**src/rtl/prio_sorter_pkg.sv**
```systemverilog
package prio_sorter_pkg;

  localparam int LINES_PER_BANK = 32;
  localparam int PRIO_MAX_W     = 8;

  // Decide whether the higher-indexed contender replaces the lower-indexed
  // one. Smaller priority wins; equal priority favours the higher index.
  function automatic logic hi_wins(input logic                  lo_v,
                                   input logic [PRIO_MAX_W-1:0] lo_p,
                                   input logic                  hi_v,
                                   input logic [PRIO_MAX_W-1:0] hi_p);
    return hi_v && (!lo_v || (hi_p <= lo_p));
  endfunction

  // Qualification of one line for the class under sort.
  function automatic logic line_qualifies(input logic pend_b,
                                          input logic mask_b,
                                          input logic cls_b,
                                          input logic want_fast);
    return pend_b && !mask_b && (cls_b == want_fast);
  endfunction

endpackage

```
**src/rtl/prio_cand.sv**
```systemverilog
module prio_cand
  import prio_sorter_pkg::*;
#(
  parameter int NLINES = 96
) (
  input  logic [NLINES-1:0] pend,
  input  logic [NLINES-1:0] mask,
  input  logic [NLINES-1:0] cls,
  input  logic              fiq_sel,
  output logic [NLINES-1:0] cand,
  output logic              any_cand
);

  for (genvar g = 0; g < NLINES; g++) begin : g_line
    assign cand[g] = line_qualifies(pend[g], mask[g], cls[g], fiq_sel);
  end

  assign any_cand = |cand;

endmodule

```
**src/rtl/prio_reduce.sv**
```systemverilog
module prio_reduce
  import prio_sorter_pkg::*;
#(
  parameter int N      = 96,
  parameter int PRIO_W = 6,
  parameter int IDX_W  = 7
) (
  input  logic [N-1:0]        cand,
  input  logic [N*PRIO_W-1:0] prio,
  output logic                win_v,
  output logic [PRIO_W-1:0]   win_p,
  output logic [IDX_W-1:0]    win_i
);

  localparam int LVLS   = (N > 1) ? $clog2(N) : 0;
  localparam int NP     = 1 << LVLS;
  localparam int NNODES = 2 * NP - 1;

  // Heap-numbered nodes: leaves occupy NP-1 .. 2*NP-2 in index order,
  // so the left child always holds the lower line indices.
  logic              nv [NNODES];
  logic [PRIO_W-1:0] np [NNODES];
  logic [IDX_W-1:0]  ni [NNODES];

  for (genvar l = 0; l < NP; l++) begin : g_leaf
    if (l < N) begin : g_real
      assign nv[NP-1+l] = cand[l];
      assign np[NP-1+l] = prio[l*PRIO_W +: PRIO_W];
      assign ni[NP-1+l] = IDX_W'(l);
    end else begin : g_pad
      assign nv[NP-1+l] = 1'b0;
      assign np[NP-1+l] = '0;
      assign ni[NP-1+l] = '0;
    end
  end

  for (genvar k = 0; k < NP - 1; k++) begin : g_node
    logic take_hi;
    assign take_hi = hi_wins(nv[2*k+1], PRIO_MAX_W'(np[2*k+1]),
                             nv[2*k+2], PRIO_MAX_W'(np[2*k+2]));
    assign nv[k] = nv[2*k+1] | nv[2*k+2];
    assign np[k] = take_hi ? np[2*k+2] : np[2*k+1];
    assign ni[k] = take_hi ? ni[2*k+2] : ni[2*k+1];
  end

  assign win_v = nv[0];
  assign win_p = np[0];
  assign win_i = ni[0];

endmodule

```
**src/rtl/prio_scan.sv**
```systemverilog
module prio_scan
  import prio_sorter_pkg::*;
#(
  parameter int NLINES = 96,
  parameter int PRIO_W = 6,
  parameter int STEP   = 8,
  parameter int IDX_W  = 7
) (
  input  logic                     clk,
  input  logic                     rst_n,
  input  logic                     start,
  input  logic [NLINES-1:0]        cand,
  input  logic [NLINES*PRIO_W-1:0] prio,
  output logic                     finish,
  output logic                     res_v,
  output logic [PRIO_W-1:0]        res_p,
  output logic [IDX_W-1:0]         res_i
);

  localparam int NCHUNK = NLINES / STEP;
  localparam int CW     = (NCHUNK > 1) ? $clog2(NCHUNK) : 1;
  localparam int LW     = (STEP > 1) ? $clog2(STEP) : 1;
  localparam logic [CW-1:0] LAST = CW'(NCHUNK - 1);

  logic              busy;
  logic [CW-1:0]     chunk;
  logic              acc_v;
  logic [PRIO_W-1:0] acc_p;
  logic [IDX_W-1:0]  acc_i;

  logic [STEP-1:0]        sl_cand;
  logic [STEP*PRIO_W-1:0] sl_prio;
  logic                   ch_v;
  logic [PRIO_W-1:0]      ch_p;
  logic [LW-1:0]          ch_i;
  logic [IDX_W-1:0]       ch_gi;
  logic                   take_chunk;

  always_comb begin
    int base;
    base    = int'(chunk) * STEP;
    sl_cand = cand[base +: STEP];
    sl_prio = prio[base*PRIO_W +: STEP*PRIO_W];
    ch_gi   = IDX_W'(base) + IDX_W'(ch_i);
  end

  prio_reduce #(
    .N      (STEP),
    .PRIO_W (PRIO_W),
    .IDX_W  (LW)
  ) u_chunk_tree (
    .cand  (sl_cand),
    .prio  (sl_prio),
    .win_v (ch_v),
    .win_p (ch_p),
    .win_i (ch_i)
  );

  // The chunk always holds higher indices than the running best.
  assign take_chunk = hi_wins(acc_v, PRIO_MAX_W'(acc_p), ch_v, PRIO_MAX_W'(ch_p));
  assign finish     = busy && (chunk == LAST);
  assign res_v      = acc_v | ch_v;
  assign res_p      = take_chunk ? ch_p  : acc_p;
  assign res_i      = take_chunk ? ch_gi : acc_i;

  always_ff @(posedge clk or negedge rst_n) begin
    if (!rst_n) begin
      busy  <= 1'b0;
      chunk <= '0;
      acc_v <= 1'b0;
      acc_p <= '0;
      acc_i <= '0;
    end else if (!busy) begin
      if (start) begin
        busy  <= 1'b1;
        chunk <= '0;
        acc_v <= 1'b0;
        acc_p <= '0;
        acc_i <= '0;
      end
    end else begin
      acc_v <= res_v;
      acc_p <= res_p;
      acc_i <= res_i;
      if (finish) begin
        busy  <= 1'b0;
        chunk <= '0;
      end else begin
        chunk <= chunk + 1'b1;
      end
    end
  end


  finish_pulse_chk: assert property (@(posedge clk) disable iff (!rst_n)
    finish |=> !finish);


  scan_runs_on_chk: assert property (@(posedge clk) disable iff (!rst_n)
    (busy && !finish) |=> (busy && chunk == $past(chunk) + 1'b1));


  chunk_range_chk: assert property (@(posedge clk) disable iff (!rst_n)
    busy |-> (chunk <= LAST));

endmodule

```
**src/rtl/prio_sorter.sv**
```systemverilog
module prio_sorter
  import prio_sorter_pkg::*;
#(
  parameter int NUM_BANKS = 3,
  parameter int PRIO_W    = 6,
  parameter bit USE_SCAN  = 1'b1,
  parameter int SCAN_STEP = 8,
  localparam int NLINES   = NUM_BANKS * LINES_PER_BANK,
  localparam int CODE_W   = $clog2(NLINES)
) (
  input  logic                     clk,
  input  logic                     rst_n,
  input  logic                     start,
  input  logic                     fiq_sel,
  input  logic [NLINES-1:0]        pend,
  input  logic [NLINES-1:0]        mask,
  input  logic [NLINES-1:0]        cls,
  input  logic [NLINES*PRIO_W-1:0] prio,
  output logic                     done,
  output logic                     valid,
  output logic [CODE_W-1:0]        code
);

  logic [NLINES-1:0] cand;
  logic              any_cand;
  logic              res_load;
  logic              res_v;
  logic [PRIO_W-1:0] res_p;
  logic [CODE_W-1:0] res_i;

  prio_cand #(.NLINES(NLINES)) u_cand (
    .pend     (pend),
    .mask     (mask),
    .cls      (cls),
    .fiq_sel  (fiq_sel),
    .cand     (cand),
    .any_cand (any_cand)
  );

  if (USE_SCAN) begin : g_scan
    prio_scan #(
      .NLINES (NLINES),
      .PRIO_W (PRIO_W),
      .STEP   (SCAN_STEP),
      .IDX_W  (CODE_W)
    ) u_scan (
      .clk    (clk),
      .rst_n  (rst_n),
      .start  (start),
      .cand   (cand),
      .prio   (prio),
      .finish (res_load),
      .res_v  (res_v),
      .res_p  (res_p),
      .res_i  (res_i)
    );
  end else begin : g_tree
    prio_reduce #(
      .N      (NLINES),
      .PRIO_W (PRIO_W),
      .IDX_W  (CODE_W)
    ) u_tree (
      .cand  (cand),
      .prio  (prio),
      .win_v (res_v),
      .win_p (res_p),
      .win_i (res_i)
    );
    assign res_load = start;
  end

  always_ff @(posedge clk or negedge rst_n) begin
    if (!rst_n) begin
      done  <= 1'b0;
      valid <= 1'b0;
      code  <= '0;
    end else begin
      done <= res_load;
      if (res_load) begin
        valid <= res_v;
        code  <= res_v ? res_i : '0;
      end
    end
  end


  winner_is_cand_chk: assert property (@(posedge clk) disable iff (!rst_n)
    (done && valid) |-> cand[code]);


  winner_prio_chk: assert property (@(posedge clk) disable iff (!rst_n)
    (res_load && res_v) |-> (res_p == prio[int'(res_i)*PRIO_W +: PRIO_W]));


  empty_code_chk: assert property (@(posedge clk) disable iff (!rst_n)
    !valid |-> (code == '0));


  valid_match_chk: assert property (@(posedge clk) disable iff (!rst_n)
    done |-> (valid == any_cand));


  result_hold_chk: assert property (@(posedge clk) disable iff (!rst_n)
    !done |-> ($stable(code) && $stable(valid)));

endmodule

```
**config.mk**
```make
export PLATFORM = sky130hd
export DESIGN_NAME = prio_sorter
export DESIGN_NICKNAME = d
export VERILOG_FILES = /design/src/rtl/prio_sorter_pkg.sv /design/src/rtl/prio_cand.sv /design/src/rtl/prio_reduce.sv /design/src/rtl/prio_scan.sv /design/src/rtl/prio_sorter.sv
export SDC_FILE = /design/constraint.sdc
export NUM_CORES = 1
export LEC_CHECK = 0
export BUFFER_PORTS_ARGS = -buffer_cell sky130_fd_sc_hd__buf_4
export CORE_AREA = 2 2 342 344
export CTS_CLUSTER_DIAMETER = 150
export CTS_CLUSTER_SIZE = 28
export DETAILED_ROUTE_END_ITERATION = 7
export DIE_AREA = 0 0 344 346
export SYNTH_ARGS = -nofsm -noshare
export SYNTH_HDL_FRONTEND = slang
export SYNTH_SLANG_ARGS = --single-unit
```
**constraint.sdc**
```tcl
create_clock -name clk -period 12.3 [get_ports clk]
set_clock_uncertainty 0.05 [all_clocks]
set_input_delay 2.46 -clock clk [delete_from_list [all_inputs] [get_ports clk]]
set_output_delay 2.46 -clock clk [all_outputs]
set_load 0.01 [all_outputs]
```
==> out/qor_table.md <==
| Item | This run |
|:---|:---|
| Status | completed |
| Effective utilization at floorplan | 0.0854 |
| Max H-tree Level | 1 |
| Violation count after the first detailed-route iteration | 1110 |
| Post-synth EDFFs | 0 |
| Xor/xnor cell area share of the yosys netlist | 0.0862 |
| Post-Layout Inst Area | 18300 µm² |
| Final Instance Count excl. Fillers | 3413 |
| Clock tree from TritonCTS | yes |
| Worst-Skew Late Latency | 260 ps |
| Max_cap viols | 0 |
| Net count, final | 2795 |
| Vias in the first global route | 12886 |
| Number of ports placed on the die boundary | 877 |
| Post-Synthesis Cells | 1045 |
| Combinational cell fraction of total power | 0.924 |
| Crit path kind | in -> reg |
| Post-DR wirelength/cell | 26.6 µm |
| Yosys Warn Count | 0 |
| Proportion of synthesized chip area in sequential cells | 0.0711 |
| Post-Synthesis Net Count | 1962 |
| Input/output buffers | 876 |
| Async set-reset flop share out of synthesis | 1.00 |
| Final worst path period share | 0.868 |
| Switching Fraction | 0.553 |
| Post-synthesis to final-layout area growth | 85.6% |
| Avg Vias per Cell | 3.82 |
| Sequential power share | 0.057 |
| Hold Buf Count CTS | 0 |
| Worst IR drop on VDD | 0.397 mV |
| Cell type with the highest aggregate area in the netlist | mux4_2 |
| Number of instances in the placed design | 3397 |
| Core Region | 115000 µm² |
| Most used flip-flop cell after synthesis | dfrtp_1 |
| Static power due to leakage | 7.83 nW |
| GPL Wtd Cong | 0.933 |
| Antenna Nets Post-Route | 0 |
| Horizontal extent of the die | 344 µm |
| Slowest library cell on the worst path | mux4_2 |
| Syn_area_per_cell | 9.43 µm² |
| Cell types with the highest counts after synthesis | mux4_2 (148), nand2_1 (114), mux2i_1 (64), nor2_1 (64), o21ai_0 (62) |
| Cell types with the largest area share after synthesis | mux4_2 (34%), dfrtp_1 (7.1%), mux2i_1 (6.5%), ha_1 (6.2%), xnor2_1 (5.0%) |
| Synthesized-area fraction occupied by ao, oa, aoi and oai cells | 0.161 |
| Overall die area | 119000 µm² |
| Tightest Pin Transition | 1010 ps |
| HPWL Detailed | 82500 µm |
| Maximum buffer depth of the clock tree | 2 |
| Most used standard cell by instance count after synthesis | mux4_2 |
| Overall Power | 5.03 mW |
| Portion of total power attributed to the clock network | 0.019 |
| Post-cts resize count | 0 |
| NetSw | 2.78 mW |
| Root cell of the clock tree | clkbuf_16 |
| Share of the synthesized area in the top cell type | 0.338 |
| Chip Height | 346 µm |
| Peak fanout along the critical path | 11 |
| Number of library cell types mapped by synthesis | 71 |
| Final wirelength | 90900 µm |
| Area of the mapped netlist | 9860 µm² |
| Final hold violation count | 0 |
| Post-Synth Adder-Cell Area | 0.0622 |
| Largest family of logic cells by synthesized area | multiplexers |
| Number of buffers created by CTS | 3 |
| Worst path max stage delay | 570 ps |
| TritonRoute pass-1 iters | 5 |
| Clock sink count | 28 |
| Core Rows | 125 |
| Simple-Gate Fraction of Synth Area | 0.139 |
| Portion of netlist area occupied by mux cells | 0.413 |
| RSZ-0062 raised after global routing | no |
| CP arrival | 10830 ps |
| Post-route minimum period | 10680 ps |
| Data required, critical path | 12450 ps |
| Wire length of the first global-routing pass | 116000 µm |
| Number of antenna violations at the first check in global routing | 69 |
| Critical Path Start Type | input pin |
| Placed cell areas | 18200 µm² |
| Setup Fix Bufs, Post-CTS | 0 |
| Sum of negative setup slack | 0 ps |
| Overall fraction of global-route tracks in use | 0.145 |
| Critical Path End Type | flip-flop |
| Maximum operating frequency | 0.0936 GHz |
| Final hold slack | 429 ps |
| Routed vias | 13053 |
| Clock slew seen by the registers of the worst setup and hold paths | 70 ps |
| Count of endpoints failing setup in the final report | 0 |
| Aggregate global routing overflow | 0 |
| Number of pins with negative max-slew slack in the final report | 0 |
| Largest net degree at the start of global routing | 65 |
| Number of synthesized register bits | 28 |
| Relative slew slack | 0.322 |
| Pwr Density | 275 nW/µm² |
| Type of the tightest min-delay check | reg -> reg |
| Internal Dissipation | 2.25 mW |
| DRC | 0 |
| Share of post-route cells with drive strength above 1 | 0.584 |
[worst max-delay path: cells and delay by family]
kind	cells	cell delay, ps
adder cells (fa/ha/maj)	4	1310
AO/OA/AOI/OAI	21	4040
multiplexers	3	1150
buffers and inverters	2	330
AND/OR/NAND/NOR	7	1510
[final timing paths]
path,startpoint,end,slack [ps],depth (start not counted)
min in group asynchronous,rst_n,valid,2050,1
min,valid,valid,430,2
max reg2reg,g_scan.u_scan.chunk[0],g_scan.u_scan.acc_p[3],2450,38
max in group asynchronous,rst_n,g_scan.u_scan.chunk[3],9850,1
max,prio[45],g_scan.u_scan.acc_p[3],1620,37
min reg2reg,valid,valid,430,2
[layout by cell type (no fill, tap or decap), drive strengths merged, types with 15 or more instances in the layout]
cell type,n
buf,910
mux4,148
nand2,114
nor2,65
o21ai,65
mux2i,64
xnor2,56
ha,49
inv,47
nor3,44
a21oi,42
xor2,41
dfrtp,28
a311oi,23
nand3b,17
nand3,15
[state kept, by name, indices dropped and copies added (netlist names)]
register,cells
valid,1
code,7
done,1
g_scan.u_scan.chunk,4
g_scan.u_scan.acc_v,1
g_scan.u_scan.busy,1
g_scan.u_scan.acc_p,6
g_scan.u_scan.acc_i,7
[power by group through the flow]
stage | Combinational (mW) | Sequential, mW | Clock (mW)
2_1_floorplan | 3.25 | 0.186 | 0
3_3_place_gp | 4.64 | 0.293 | 0
3_5_place_dp | 4.70 | 0.296 | 0
4_1_cts | 4.71 | 0.294 | 0.0981
5_1_grt | 5.12 | 0.302 | 0.102
6_report | 4.64 | 0.287 | 0.0965
[kinds of logic after synthesis]
group                    count (synthesis)
AND/OR/NAND/NOR                        289
AO/OA/AOI/OAI                          232
multiplexers                           220
buffers and inverters                  130
XOR/XNOR                                97
adder cells (fa/ha/maj)                 49
flip-flops                              28
[per-stage QoR]
step,util,setup WS (ps)
after floorplan,-,2830
after global placement,0.157,1310
after detailed placement,0.157,1280
after CTS,0.158,1540
after global routing,0.158,928
final,0.159,1620
[cell type report]
type,instances,area (µm²)
Multi-Input combinational cell,887,8510
Clock buffer,3,75.1
Antenna cell,12,30.0
Sequential cell,28,713
Tap cell,1524,1910
Clock inverter,1,30.0
Fill cell,13168,97100
Inverter,48,180
Timing Repair Buffer,910,6860
[metal layers]
metal / part of all wire / global-route usage
met1: 0.43 / 0.194
met2: 0.44 / 0.222
met3: 0.12 / 0.0647
met4: 0.0097 / 0.0114
met5: 0.0037 / 0
Note: power is estimated with default switching activity, not from simulation.
